===== src/rtl/tpe_pkg.sv =====
package tpe_pkg;
  typedef enum logic [3:0] {
    OP_NOP    = 4'd0,
    OP_MERGE  = 4'd1,
    OP_LOAD   = 4'd2,
    OP_STORE  = 4'd3,
    OP_SETR   = 4'd4,
    OP_SETM   = 4'd5,
    OP_CHECK  = 4'd6,
    OP_POLICY = 4'd7,
    OP_CLEAR  = 4'd8
  } tpe_op_e;
endpackage


===== src/rtl/tpe_regfile.sv =====
module tpe_regfile #(
  parameter int NREG  = 16,
  parameter int TAG_W = 4,
  localparam int IDX_W = $clog2(NREG)
) (
  input  logic             clk,
  input  logic             rst_n,
  input  logic             we,
  input  logic [IDX_W-1:0] waddr,
  input  logic [TAG_W-1:0] wdata,
  input  logic [IDX_W-1:0] ra_a,
  input  logic [IDX_W-1:0] ra_b,
  output logic [TAG_W-1:0] rd_a,
  output logic [TAG_W-1:0] rd_b
);
  logic [TAG_W-1:0] tags   [NREG];
  logic [TAG_W-1:0] tags_d [NREG];
  logic [NREG-1:0]  hit;

  for (genvar i = 0; i < NREG; i++) begin : g_sel
    localparam logic [IDX_W-1:0] MY_IDX = IDX_W'(i);
    assign hit[i] = we && (waddr == MY_IDX);
  end

  always_comb begin
    for (int i = 0; i < NREG; i++) begin
      tags_d[i] = hit[i] ? wdata : tags[i];
    end
  end

  always_ff @(posedge clk or negedge rst_n) begin
    if (!rst_n) begin
      for (int i = 0; i < NREG; i++) tags[i] <= '0;
    end else begin
      for (int i = 0; i < NREG; i++) tags[i] <= tags_d[i];
    end
  end

  assign rd_a = tags[ra_a];
  assign rd_b = tags[ra_b];

  // a register write is held in the file afterwards
  p_write_lands_r2: assert property (@(posedge clk) disable iff (!rst_n)
    we |=> tags[$past(waddr)] == $past(wdata));
endmodule


===== src/rtl/tpe_tagmem.sv =====
module tpe_tagmem #(
  parameter int DEPTH = 256,
  parameter int TAG_W = 4,
  localparam int AW = $clog2(DEPTH)
) (
  input  logic             clk,
  input  logic             rst_n,
  input  logic             we,
  input  logic [AW-1:0]    waddr,
  input  logic [TAG_W-1:0] wdata,
  input  logic             re,
  input  logic [AW-1:0]    raddr,
  output logic [TAG_W-1:0] rdata
);
  logic [TAG_W-1:0] mem [DEPTH];

  always_ff @(posedge clk) begin
    if (we) mem[waddr] <= wdata;
  end

  always_ff @(posedge clk or negedge rst_n) begin
    if (!rst_n)  rdata <= '0;
    else if (re) rdata <= mem[raddr];
  end

  // a read right after a write to the same word returns the written tag
  p_store_then_load_r4: assert property (@(posedge clk) disable iff (!rst_n)
    we ##1 (re && raddr == $past(waddr)) |=> rdata == $past(wdata, 2));
endmodule


===== src/rtl/tpe_guard.sv =====
module tpe_guard #(
  parameter int TAG_W = 4
) (
  input  logic             clk,
  input  logic             rst_n,
  input  logic             pol_we,
  input  logic [TAG_W-1:0] pol_wdata,
  input  logic             chk_en,
  input  logic [TAG_W-1:0] chk_tag,
  input  logic             clr,
  output logic             violation
);
  logic [TAG_W-1:0] policy, policy_d;
  logic             viol_d;

  always_comb begin
    policy_d = pol_we ? pol_wdata : policy;
    viol_d   = violation;
    if (clr) viol_d = 1'b0;
    if (chk_en && |(chk_tag & policy)) viol_d = 1'b1;
  end

  always_ff @(posedge clk or negedge rst_n) begin
    if (!rst_n) begin
      policy    <= '0;
      violation <= 1'b0;
    end else begin
      policy    <= policy_d;
      violation <= viol_d;
    end
  end

  // a check that hits the mask raises the flag
  p_check_raises_r6: assert property (@(posedge clk) disable iff (!rst_n)
    (chk_en && (chk_tag & policy) != '0) |=> violation);
  // the flag holds until cleared
  p_sticky_r7: assert property (@(posedge clk) disable iff (!rst_n)
    (violation && !clr) |=> violation);
  // clear without a concurrent check drops the flag
  p_clear_r7: assert property (@(posedge clk) disable iff (!rst_n)
    (clr && !chk_en) |=> !violation);
endmodule


===== src/rtl/tag_prop_engine.sv =====
module tag_prop_engine
  import tpe_pkg::*;
#(
  parameter int NREG      = 16,
  parameter int TAG_W     = 4,
  parameter int MEM_DEPTH = 256,
  localparam int RIDX_W = $clog2(NREG),
  localparam int MAW    = $clog2(MEM_DEPTH)
) (
  input  logic              clk,
  input  logic              rst_n,
  input  logic              in_valid,
  output logic              in_ready,
  input  logic [3:0]        in_op,
  input  logic [RIDX_W-1:0] in_rd,
  input  logic [RIDX_W-1:0] in_rs1,
  input  logic [RIDX_W-1:0] in_rs2,
  input  logic [MAW-1:0]    in_addr,
  input  logic [TAG_W-1:0]  in_tag,
  output logic              res_valid,
  output logic [TAG_W-1:0]  res_tag,
  output logic              violation
);
  tpe_op_e op;
  logic    acc;

  // second stage (write-back) state
  logic              s2_valid, s2_wr, s2_ld;
  logic [RIDX_W-1:0] s2_rd;
  logic [TAG_W-1:0]  s2_val;
  logic              s2_valid_d, s2_wr_d, s2_ld_d;
  logic [TAG_W-1:0]  s2_val_d;

  logic [TAG_W-1:0]  rf_a, rf_b, src_a, src_b, mem_q, wb_data;
  logic              wb_we;
  logic              mem_we, mem_re, pol_we, chk_en, clr;
  logic [TAG_W-1:0]  mem_wdata;

  assign in_ready = 1'b1;
  assign acc      = in_valid;
  assign op       = tpe_op_e'(in_op);

  // write-back data and bypass into the read stage
  assign wb_we   = s2_valid && s2_wr;
  assign wb_data = s2_ld ? mem_q : s2_val;
  assign src_a   = (wb_we && s2_rd == in_rs1) ? wb_data : rf_a;
  assign src_b   = (wb_we && s2_rd == in_rs2) ? wb_data : rf_b;

  always_comb begin
    s2_valid_d = 1'b0;
    s2_wr_d    = 1'b0;
    s2_ld_d    = 1'b0;
    s2_val_d   = '0;
    mem_we     = 1'b0;
    mem_re     = 1'b0;
    mem_wdata  = src_a;
    pol_we     = 1'b0;
    chk_en     = 1'b0;
    clr        = 1'b0;
    if (acc) begin
      case (op)
        OP_MERGE:  begin s2_valid_d = 1'b1; s2_wr_d = 1'b1; s2_val_d = src_a | src_b; end
        OP_LOAD:   begin s2_valid_d = 1'b1; s2_wr_d = 1'b1; s2_ld_d = 1'b1; mem_re = 1'b1; end
        OP_STORE:  begin s2_valid_d = 1'b1; s2_val_d = src_a; mem_we = 1'b1; end
        OP_SETR:   begin s2_valid_d = 1'b1; s2_wr_d = 1'b1; s2_val_d = in_tag; end
        OP_SETM:   begin s2_valid_d = 1'b1; s2_val_d = in_tag; mem_we = 1'b1; mem_wdata = in_tag; end
        OP_CHECK:  begin s2_valid_d = 1'b1; s2_val_d = src_a; chk_en = 1'b1; end
        OP_POLICY: begin s2_valid_d = 1'b1; s2_val_d = in_tag; pol_we = 1'b1; end
        OP_CLEAR:  begin s2_valid_d = 1'b1; clr = 1'b1; end
        default:   ;
      endcase
    end
  end

  always_ff @(posedge clk or negedge rst_n) begin
    if (!rst_n) begin
      s2_valid <= 1'b0;
      s2_wr    <= 1'b0;
      s2_ld    <= 1'b0;
      s2_rd    <= '0;
      s2_val   <= '0;
    end else begin
      s2_valid <= s2_valid_d;
      s2_wr    <= s2_wr_d;
      s2_ld    <= s2_ld_d;
      if (acc) begin
        s2_rd  <= in_rd;
        s2_val <= s2_val_d;
      end
    end
  end

  tpe_regfile #(.NREG(NREG), .TAG_W(TAG_W)) u_rf (
    .clk(clk), .rst_n(rst_n),
    .we(wb_we), .waddr(s2_rd), .wdata(wb_data),
    .ra_a(in_rs1), .ra_b(in_rs2), .rd_a(rf_a), .rd_b(rf_b)
  );

  tpe_tagmem #(.DEPTH(MEM_DEPTH), .TAG_W(TAG_W)) u_mem (
    .clk(clk), .rst_n(rst_n),
    .we(mem_we), .waddr(in_addr), .wdata(mem_wdata),
    .re(mem_re), .raddr(in_addr), .rdata(mem_q)
  );

  tpe_guard #(.TAG_W(TAG_W)) u_guard (
    .clk(clk), .rst_n(rst_n),
    .pol_we(pol_we), .pol_wdata(in_tag),
    .chk_en(chk_en), .chk_tag(src_a), .clr(clr),
    .violation(violation)
  );

  assign res_valid = s2_valid;
  assign res_tag   = wb_data;

  // every accepted known operation yields a result next cycle
  p_result_follows_r9: assert property (@(posedge clk) disable iff (!rst_n)
    (in_valid && in_op >= 4'd1 && in_op <= 4'd8) |=> res_valid);
  // idle cycles and no-op codes produce no result
  p_idle_quiet_r11: assert property (@(posedge clk) disable iff (!rst_n)
    (!in_valid || in_op == 4'd0 || in_op > 4'd8) |=> !res_valid);
endmodule


===== config.mk =====
export PLATFORM = sky130hd
export DESIGN_NAME = tag_prop_engine
export DESIGN_NICKNAME = d
export VERILOG_FILES = /design/src/rtl/tpe_pkg.sv /design/src/rtl/tpe_regfile.sv /design/src/rtl/tpe_tagmem.sv /design/src/rtl/tpe_guard.sv /design/src/rtl/tag_prop_engine.sv
export SDC_FILE = /design/constraint.sdc
export NUM_CORES = 1
export LEC_CHECK = 0
export BUFFER_PORTS_ARGS = -buffer_cell sky130_fd_sc_hd__buf_2
export CAP_MARGIN = 20
export CORE_MARGIN = 8
export CORE_UTILIZATION = 45
export DETAILED_ROUTE_END_ITERATION = 8
export HOLD_SLACK_MARGIN = 0.05
export MAX_ROUTING_LAYER = met4
export REMOVE_ABC_BUFFERS = 1
export SETUP_SLACK_MARGIN = 0.2
export SYNTH_ARGS = -nofsm -noshare
export SYNTH_HDL_FRONTEND = slang
export SYNTH_SLANG_ARGS = --single-unit
export TNS_END_PERCENT = 100

===== constraint.sdc =====
create_clock -name clk -period 3.74 [get_ports clk]
set_input_delay 0.561 -clock clk [delete_from_list [all_inputs] [get_ports clk]]
set_output_delay 0.561 -clock clk [all_outputs]
set_load 0.005 [all_outputs]

==> impl_metrics.csv, run 1 <==
group,metric,value,unit
setup_path,path_delay_family,"multiplexers",
final_layout,finalNetCount,2655,
sta,min_period,2.860,ns
global_route,grt.overflow.total,0,
place,dp_cells,3808,
power_and_ir_drop,leakage,16.62,nW
routing,remaining_drc_errors,0,
logic_synthesis,yosys_warnings,0,
clocking,clk_pin_slew_worst_paths,0.06,ns
setup_path,crit_path_start_kind,"input port",
die,initial_core_util,0.4526,
setup_path,path_cells,"buf_2 -> mux4_1 -> mux4_2 -> mux2_2 -> mux2_8 -> buf_4",
logic_synthesis,ys.flop_type,"edfxtp_1",
setup_path,crit_type,"in2reg",
routing,antenna_left,0,
logic_synthesis,yosysSeqAreaShare,0.7280,
die,core_area,99710,um2
logic_synthesis,synthArstFlopShare,0.07581,
sta,slew_violations,0,
sta,fin_skew,0.02104,ns
clocking,numCtsBuffers,110,
routing,highest_layer,"met4",
logic_synthesis,postSynthCellCount,2504,
clocking,cts_resized,0,
routing,vias,24040,
routing,drt_iter0_drc,2283,
sta,fmax,0.3497,GHz
die,pin_count,38,
min_path,worstHoldPathType,"in2reg",
die,die_h,332.7,um
place,hpwl,72.11,mm
setup_path,cpMaxStageDelayCell,"mux4_1",
routing,wl_met1,46.74,mm
sta,relSlewSlack,0.3403,
clocking,cts_buffer_depth,3,
setup_path,required,4.05,ns
sta,hold_slack,0.1274,ns
clocking,insertion_delay,0.68,ns
final_layout,area_growth_syn_to_layout,13.41,%
setup_path,end_kind,"flop",
logic_synthesis,synth_area_per_cell,18.02,um2
routing,wl_met3,7.247,mm
sta,tns,0,ns
final_layout,drive_gt1_frac,0.2541,
place,place_congestion,0.8603,
sta,setup_violations,0,
routing,wl_met2,54.16,mm
global_route,grt_pass1_vias,24650,
sta,hold_viol,0,
power_and_ir_drop,power_density,522.1,nW/um2
final_layout,fin_cells,4017,
sta,fin_crit_sh,0.7647,
global_route,grt_max_degree,105,
clocking,cts-root-buf,"clkbuf_16",
routing,firstDrtPassIters,5,
die,rows,116,
global_route,antenna_found_initial,4,
logic_synthesis,synthesis.area,45130,um2
die,fp.dieW,332.7,um
global_route,track_usage,0.2037,
global_route,grt_pass1_wl,165.5,mm
setup_path,critPathMaxStageDelay,0.63,ns
power_and_ir_drop,finalPower,26.72,mW
sta,rsz0062_at_grt,"no",
setup_path,crit_fanout,64,
job,max-cap-violations,0,
logic_synthesis,synth_seq_cells,1108,
logic_synthesis,synth_edf_count,1024,
routing,wl_per_cell,27.63,um
power_and_ir_drop,ir_drop,0.0004348,V
die,dieArea,110700,um2
routing,via_per_inst,5.985,
clocking,cts.sinks,1108,
sta,tightest_slew,0.9814,ns
final_layout,fillers,7921,
setup_path,arrival,3.17,ns
logic_synthesis,yosysUniqueCellTypes,55,
routing,drt-total-wl,111.0,mm
setup_path,critPathBufInv,2,
place,numPortBuffers,36,
status,status,"complete, no violations",
clocking,htreeDepth,3,
clocking,cts_tree,"yes",
-- registers in the layout, summed over array words and instances (netlist names) --
name	cells
s2_val	4
u_mem.rdata	4
s2_ld	1
res_valid	1
u_rf.tags	64
u_guard.policy	4
s2_wr	1
u_guard.violation	1
s2_rd	4
u_mem.mem	1024
-- what timing repair did --
item,4_1_cts,5_1_grt
hold buffers,0,1
buffers inserted,0,0
endpoints found under the hold margin,0,35
-- report_power, final --
| group | total (mW) | switching [mW] | internal, mW |
|---|---|---|---|
| sequential | 14.0 | 0.0888 | 13.9 |
| combinational | 1.80 | 1.13 | 0.668 |
| clock | 11.0 | 4.60 | 6.35 |
| total | 26.7 | 5.83 | 20.9 |
-- layout by cell type, fill, tap and decap left out, types with 7 or more instances in the layout --
master,synthesis,layout
mux4_1,13,13
nor2b_1,26,26
a21oi_1,74,74
nand2_1,69,69
dfrtp_1,84,84
mux4_2,239,239
clkbuf_1,73,28
buf_4,19,103
a22oi_1,34,34
a31oi_1,14,14
mux2_2,117,113
o41ai_1,11,11
a211oi_1,19,19
nor2_1,380,380
o22ai_1,62,62
clkbuf_16,0,111
buf_12,1,27
clkinvlp_4,0,10
inv_1,12,12
bufinv_16,0,12
mux2i_1,31,31
nor3_1,15,14
nand2b_1,9,9
edfxtp_1,1024,1024
mux2_1,8,8
xnor2_1,7,7
nand3_1,16,16
clkinv_2,0,17
clkinv_1,0,14
buf_2,46,32
o21ai_0,26,26
-- per-layer routing --
layer,global-route usage,up-vias
li1,-,10250
met1,0.2781,12690
met2,0.3221,930
met3,0.03198,180
met4,0.05320,0
met5,-,-
-- cell type report --
type                       instances  area, um2  area share
timing repair buffer             167       1555     0.03039
multi-input combinational       1225      11510      0.2250
antenna                            4      10.01   0.0001956
inverter                          12      45.04   0.0008801
tap                             1298       1624     0.03173
clock buffer                     142       2924     0.05713
sequential                      1108      32850      0.6419
clock inverter                    61      654.4     0.01279
-- synth_stat cells (all sizes together), types with 4 or more instances --
| cell | count | area, um2 |
|---|---|---|
| nand3 | 16 | 80.08 |
| o22ai | 62 | 387.9 |
| a211oi | 19 | 142.6 |
| a2111oi | 4 | 35.03 |
| dfrtp | 84 | 2102 |
| nand2 | 70 | 265.3 |
| edfxtp | 1024 | 30750 |
| nor3 | 15 | 75.07 |
| nor4 | 5 | 31.28 |
| a21oi | 74 | 370.4 |
| buf | 86 | 513.0 |
| xnor2 | 7 | 61.31 |
| o41ai | 11 | 96.34 |
| clkbuf | 73 | 274.0 |
| a31oi | 14 | 87.58 |
| nand2b | 9 | 56.30 |
| mux2i | 31 | 310.3 |
| nor2 | 380 | 1426 |
| inv | 12 | 45.04 |
| mux4 | 252 | 5724 |
| o21a | 4 | 30.03 |
| nor2b | 26 | 162.7 |
| o21ai | 30 | 150.1 |
| a22oi | 34 | 255.2 |
| mux2 | 125 | 1408 |
-- kinds of logic (layout without fill, tap and decap cells) --
group | count (synthesis) | after routing | share of synthesized area
flops | 1108 | 1108 | 0.7280
simple gates | 537 | 537 | 0.04896
mux | 408 | 408 | 0.1649
compound gates | 269 | 269 | 0.03768
buf+inv | 171 | 382 | 0.01844
xor+xnor | 10 | 10 | 0.001941
other cells | 1 | 5 | 0.00008310
-- stage by stage --
step / util / instance area [um2] / setup WS (ns)
3_5_place_dp: 0.4769 / 47550 / 0.1976
3_3_place_gp: 0.4768 / 47550 / 0.1803
2_1_floorplan: - / 44340 / -0.003506
6_report: 0.5133 / 51180 / 0.8800
4_1_cts: 0.5128 / 51130 / 0.9096
5_1_grt: 0.5133 / 51180 / 0.8149
-- final timing paths --
path	from	end	slack [ns]	cells after the start
max	in_rs1[0]	u_mem.mem[100][0]	0.88	6
min	in_rd[1]	s2_rd[1]	0.13	2
max reg2reg	u_rf.tags[56]	u_mem.mem[100][0]	0.88	5
min reg2reg	u_guard.violation	u_guard.violation	0.49	2
max in group asynchronous	rst_n	u_rf.tags[1]	2.73	3
min in group asynchronous	rst_n	u_rf.tags[38]	0.39	2
Note: power is estimated with default switching activity, not from simulation.
==> run 2: changes to the inputs <==
==> constraint.sdc (replaced) <==
create_clock -name clk -period 2.7 [get_ports clk]
set_input_delay 0.405 -clock clk [delete_from_list [all_inputs] [get_ports clk]]
set_output_delay 0.405 -clock clk [all_outputs]
set_load 0.005 [all_outputs]
==> run 2 against run 1 <==
Routed wire length is 7.9% higher. Die area stayed put. Register-to-register slack worse by 0.87 ns. Core utilization is 3.7 points higher. Sequential power is 38% higher. Hold slack better by 0.021 ns. Combinational power is 78% higher. Final area is 7.2% higher. Critical path depth is 1 lower. Clock power is 46% higher. Largest cell class unchanged.
==> impl_metrics.csv, run 2 (same netlist as run 1, synthesis figures left out) <==
group,metric,value,unit
status,status,"complete, no violations",
final_layout,reg_top3,"u_mem.mem (1024), u_rf.tags (64)",
sta,relSlewSlack,0.4794,
global_route,grt_pass1_vias,26030,
setup_path,crit_path_start_kind,"flop",
routing,wl_per_cell,27.50,um
routing,remaining_drc_errors,0,
clocking,cts_buffer_depth,3,
final_layout,finish.instance_area,54880,um2
sta,slew_violations,0,
sta,fin_skew,0.02596,ns
die,initial_core_util,0.4526,
die,die_h,332.7,um
final_layout,finalNetCount,2991,
final_layout,drive_gt1_frac,0.3400,
routing,antenna_left,0,
clocking,numCtsBuffers,112,
setup_path,crit_type,"reg2reg",
sta,min_period,2.689,ns
place,place_congestion,0.8909,
final_layout,largest_register_ffs,1024,
sta,setup_violations,0,
power_and_ir_drop,net-switching-power,8.563,mW
final_layout,layout_common_cells,"edfxtp_1 (1024), nor2_1 (379), buf_4 (355)",
final_layout,final_common_cell,"edfxtp_1",
global_route,grt_max_degree,87,
power_and_ir_drop,switching_share,0.2214,
sta,hold_viol,0,
global_route,grt_pass1_wl,170.2,mm
sta,tightest_slew,0.7750,ns
sta,tns,0,ns
clocking,cts.sinks,1108,
job,max-cap-violations,0,
die,rows,116,
die,dieArea,110700,um2
power_and_ir_drop,p_comb_frac,0.083,
final_layout,regMostFlops,"u_mem.mem",
min_path,worstHoldPathType,"in2reg",
power_and_ir_drop,pwr-share-seq,0.500,
power_and_ir_drop,p_int,30.12,mW
power_and_ir_drop,clockPowerShare,0.417,
sta,rsz0062_at_grt,"yes",
final_layout,fillers,7519,
clocking,insertion_delay,0.70,ns
routing,firstDrtPassIters,7,
power_and_ir_drop,ir_drop,0.0005926,V
final_layout,area_growth_syn_to_layout,21.61,%
sta,fin_crit_sh,0.9961,
routing,drt-total-wl,119.8,mm
final_layout,fin_util,0.5504,
global_route,grt.overflow.total,0,
setup_path,crit_fanout,55,
die,fp.dieW,332.7,um
die,pin_count,38,
place,numPortBuffers,36,
place,hpwl,76.02,mm
sta,fmax,0.3718,GHz
clocking,clk_pin_slew_worst_paths,0.06,ns
setup_path,required,3.10,ns
global_route,track_usage,0.2090,
clocking,cts_tree,"yes",
clocking,htreeDepth,3,
place,placed_area,50040,um2
clocking,cts-root-buf,"clkbuf_16",
setup_path,arrival,3.09,ns
power_and_ir_drop,finalPower,38.69,mW
place,dp_cells,4088,
final_layout,fin_cells,4356,
global_route,antenna_found_initial,3,
die,core_area,99710,um2
power_and_ir_drop,power_density,704.9,nW/um2
routing,via_per_inst,5.907,
power_and_ir_drop,leakage,18.75,nW
routing,drt_iter0_drc,2681,
setup_path,end_kind,"flop",
routing,vias,25730,
-- run 2: cell types whose count changed in the layout (fill, tap and decap cells not counted), sizes merged --
cell	change
clkinv	+16
bufinv	+6
dlygate4sd3	+10
buf	+304
clkinvlp	-4
mux2	+6
clkbuf	+3
diode	-2
-- run 2: path summary, 6_finish.rpt --
| check | startpoint | end | slack [ns] | cells past startpoint |
|---|---|---|---|---|
| max | u_rf.tags[36] | u_mem.mem[85][0] | 0.01 | 5 |
| min | in_valid | res_valid | 0.15 | 3 |
| max reg2reg | u_rf.tags[36] | u_mem.mem[85][0] | 0.01 | 5 |
| min reg2reg | u_rf.tags[46] | u_rf.tags[46] | 0.51 | 2 |
| max in group asynchronous | rst_n | u_rf.tags[6] | 1.80 | 3 |
| min in group asynchronous | rst_n | u_rf.tags[31] | 0.25 | 2 |
-- run 2: final cells by class --
class	count	area (um2)	area share
flip-flops and latches	1108	32850	0.5986
multi-input cells	1231	11590	0.2112
repair buffers	495	4900	0.08928
clock buffers	131	2924	0.05328
well taps	1298	1624	0.02959
clock inverters	79	938.4	0.01710
inverters	12	45.04	0.0008208
diodes	2	5.005	0.00009120
-- run 2: layer usage --
metal | vias up | track usage | wire, um
met1 | 13470 | 0.2805 | 50270
met5 | - | - | 0
met3 | 207 | 0.03029 | 8046
met2 | 1097 | 0.3379 | 58710
met4 | 0 | 0.05486 | 2766
li1 | 10950 | - | -
-- run 2: power by group through the flow --
stage	Combinational [mW]	Sequential [mW]	Clock, mW
global route	3.40	19.3	17.0
finish	3.21	19.3	16.1
CTS	2.82	19.3	16.4
floorplan	1.21	19.7	0
detailed placement	2.77	19.7	0
global placement	2.70	19.7	0
-- run 2: what timing repair did --
item,CTS,global route
gates resized for setup,4,44
hold buffers,11,0
cloned,1,35
endpoints found under the hold margin,50,0
setup endpoints to repair,1015,1309
setup buffers,3,6
-- run 2: critical path, stage by stage (launching register included) --
cell,delay [ns]
dfrtp_1,0.42
mux4_2,0.47
mux4_2,0.50
mux2_4,0.34
mux2_8,0.41
buf_12,0.21
-- run 2: through the flow --
step	hold slack [ns]	worst slack, ns
2_1_floorplan	0.1094	-0.8875
3_3_place_gp	0.4142	-0.4509
3_5_place_dp	0.4196	-0.4158
4_1_cts	0.07696	0.02759
5_1_grt	0.1415	-0.005364
6_report	0.1482	0.01059
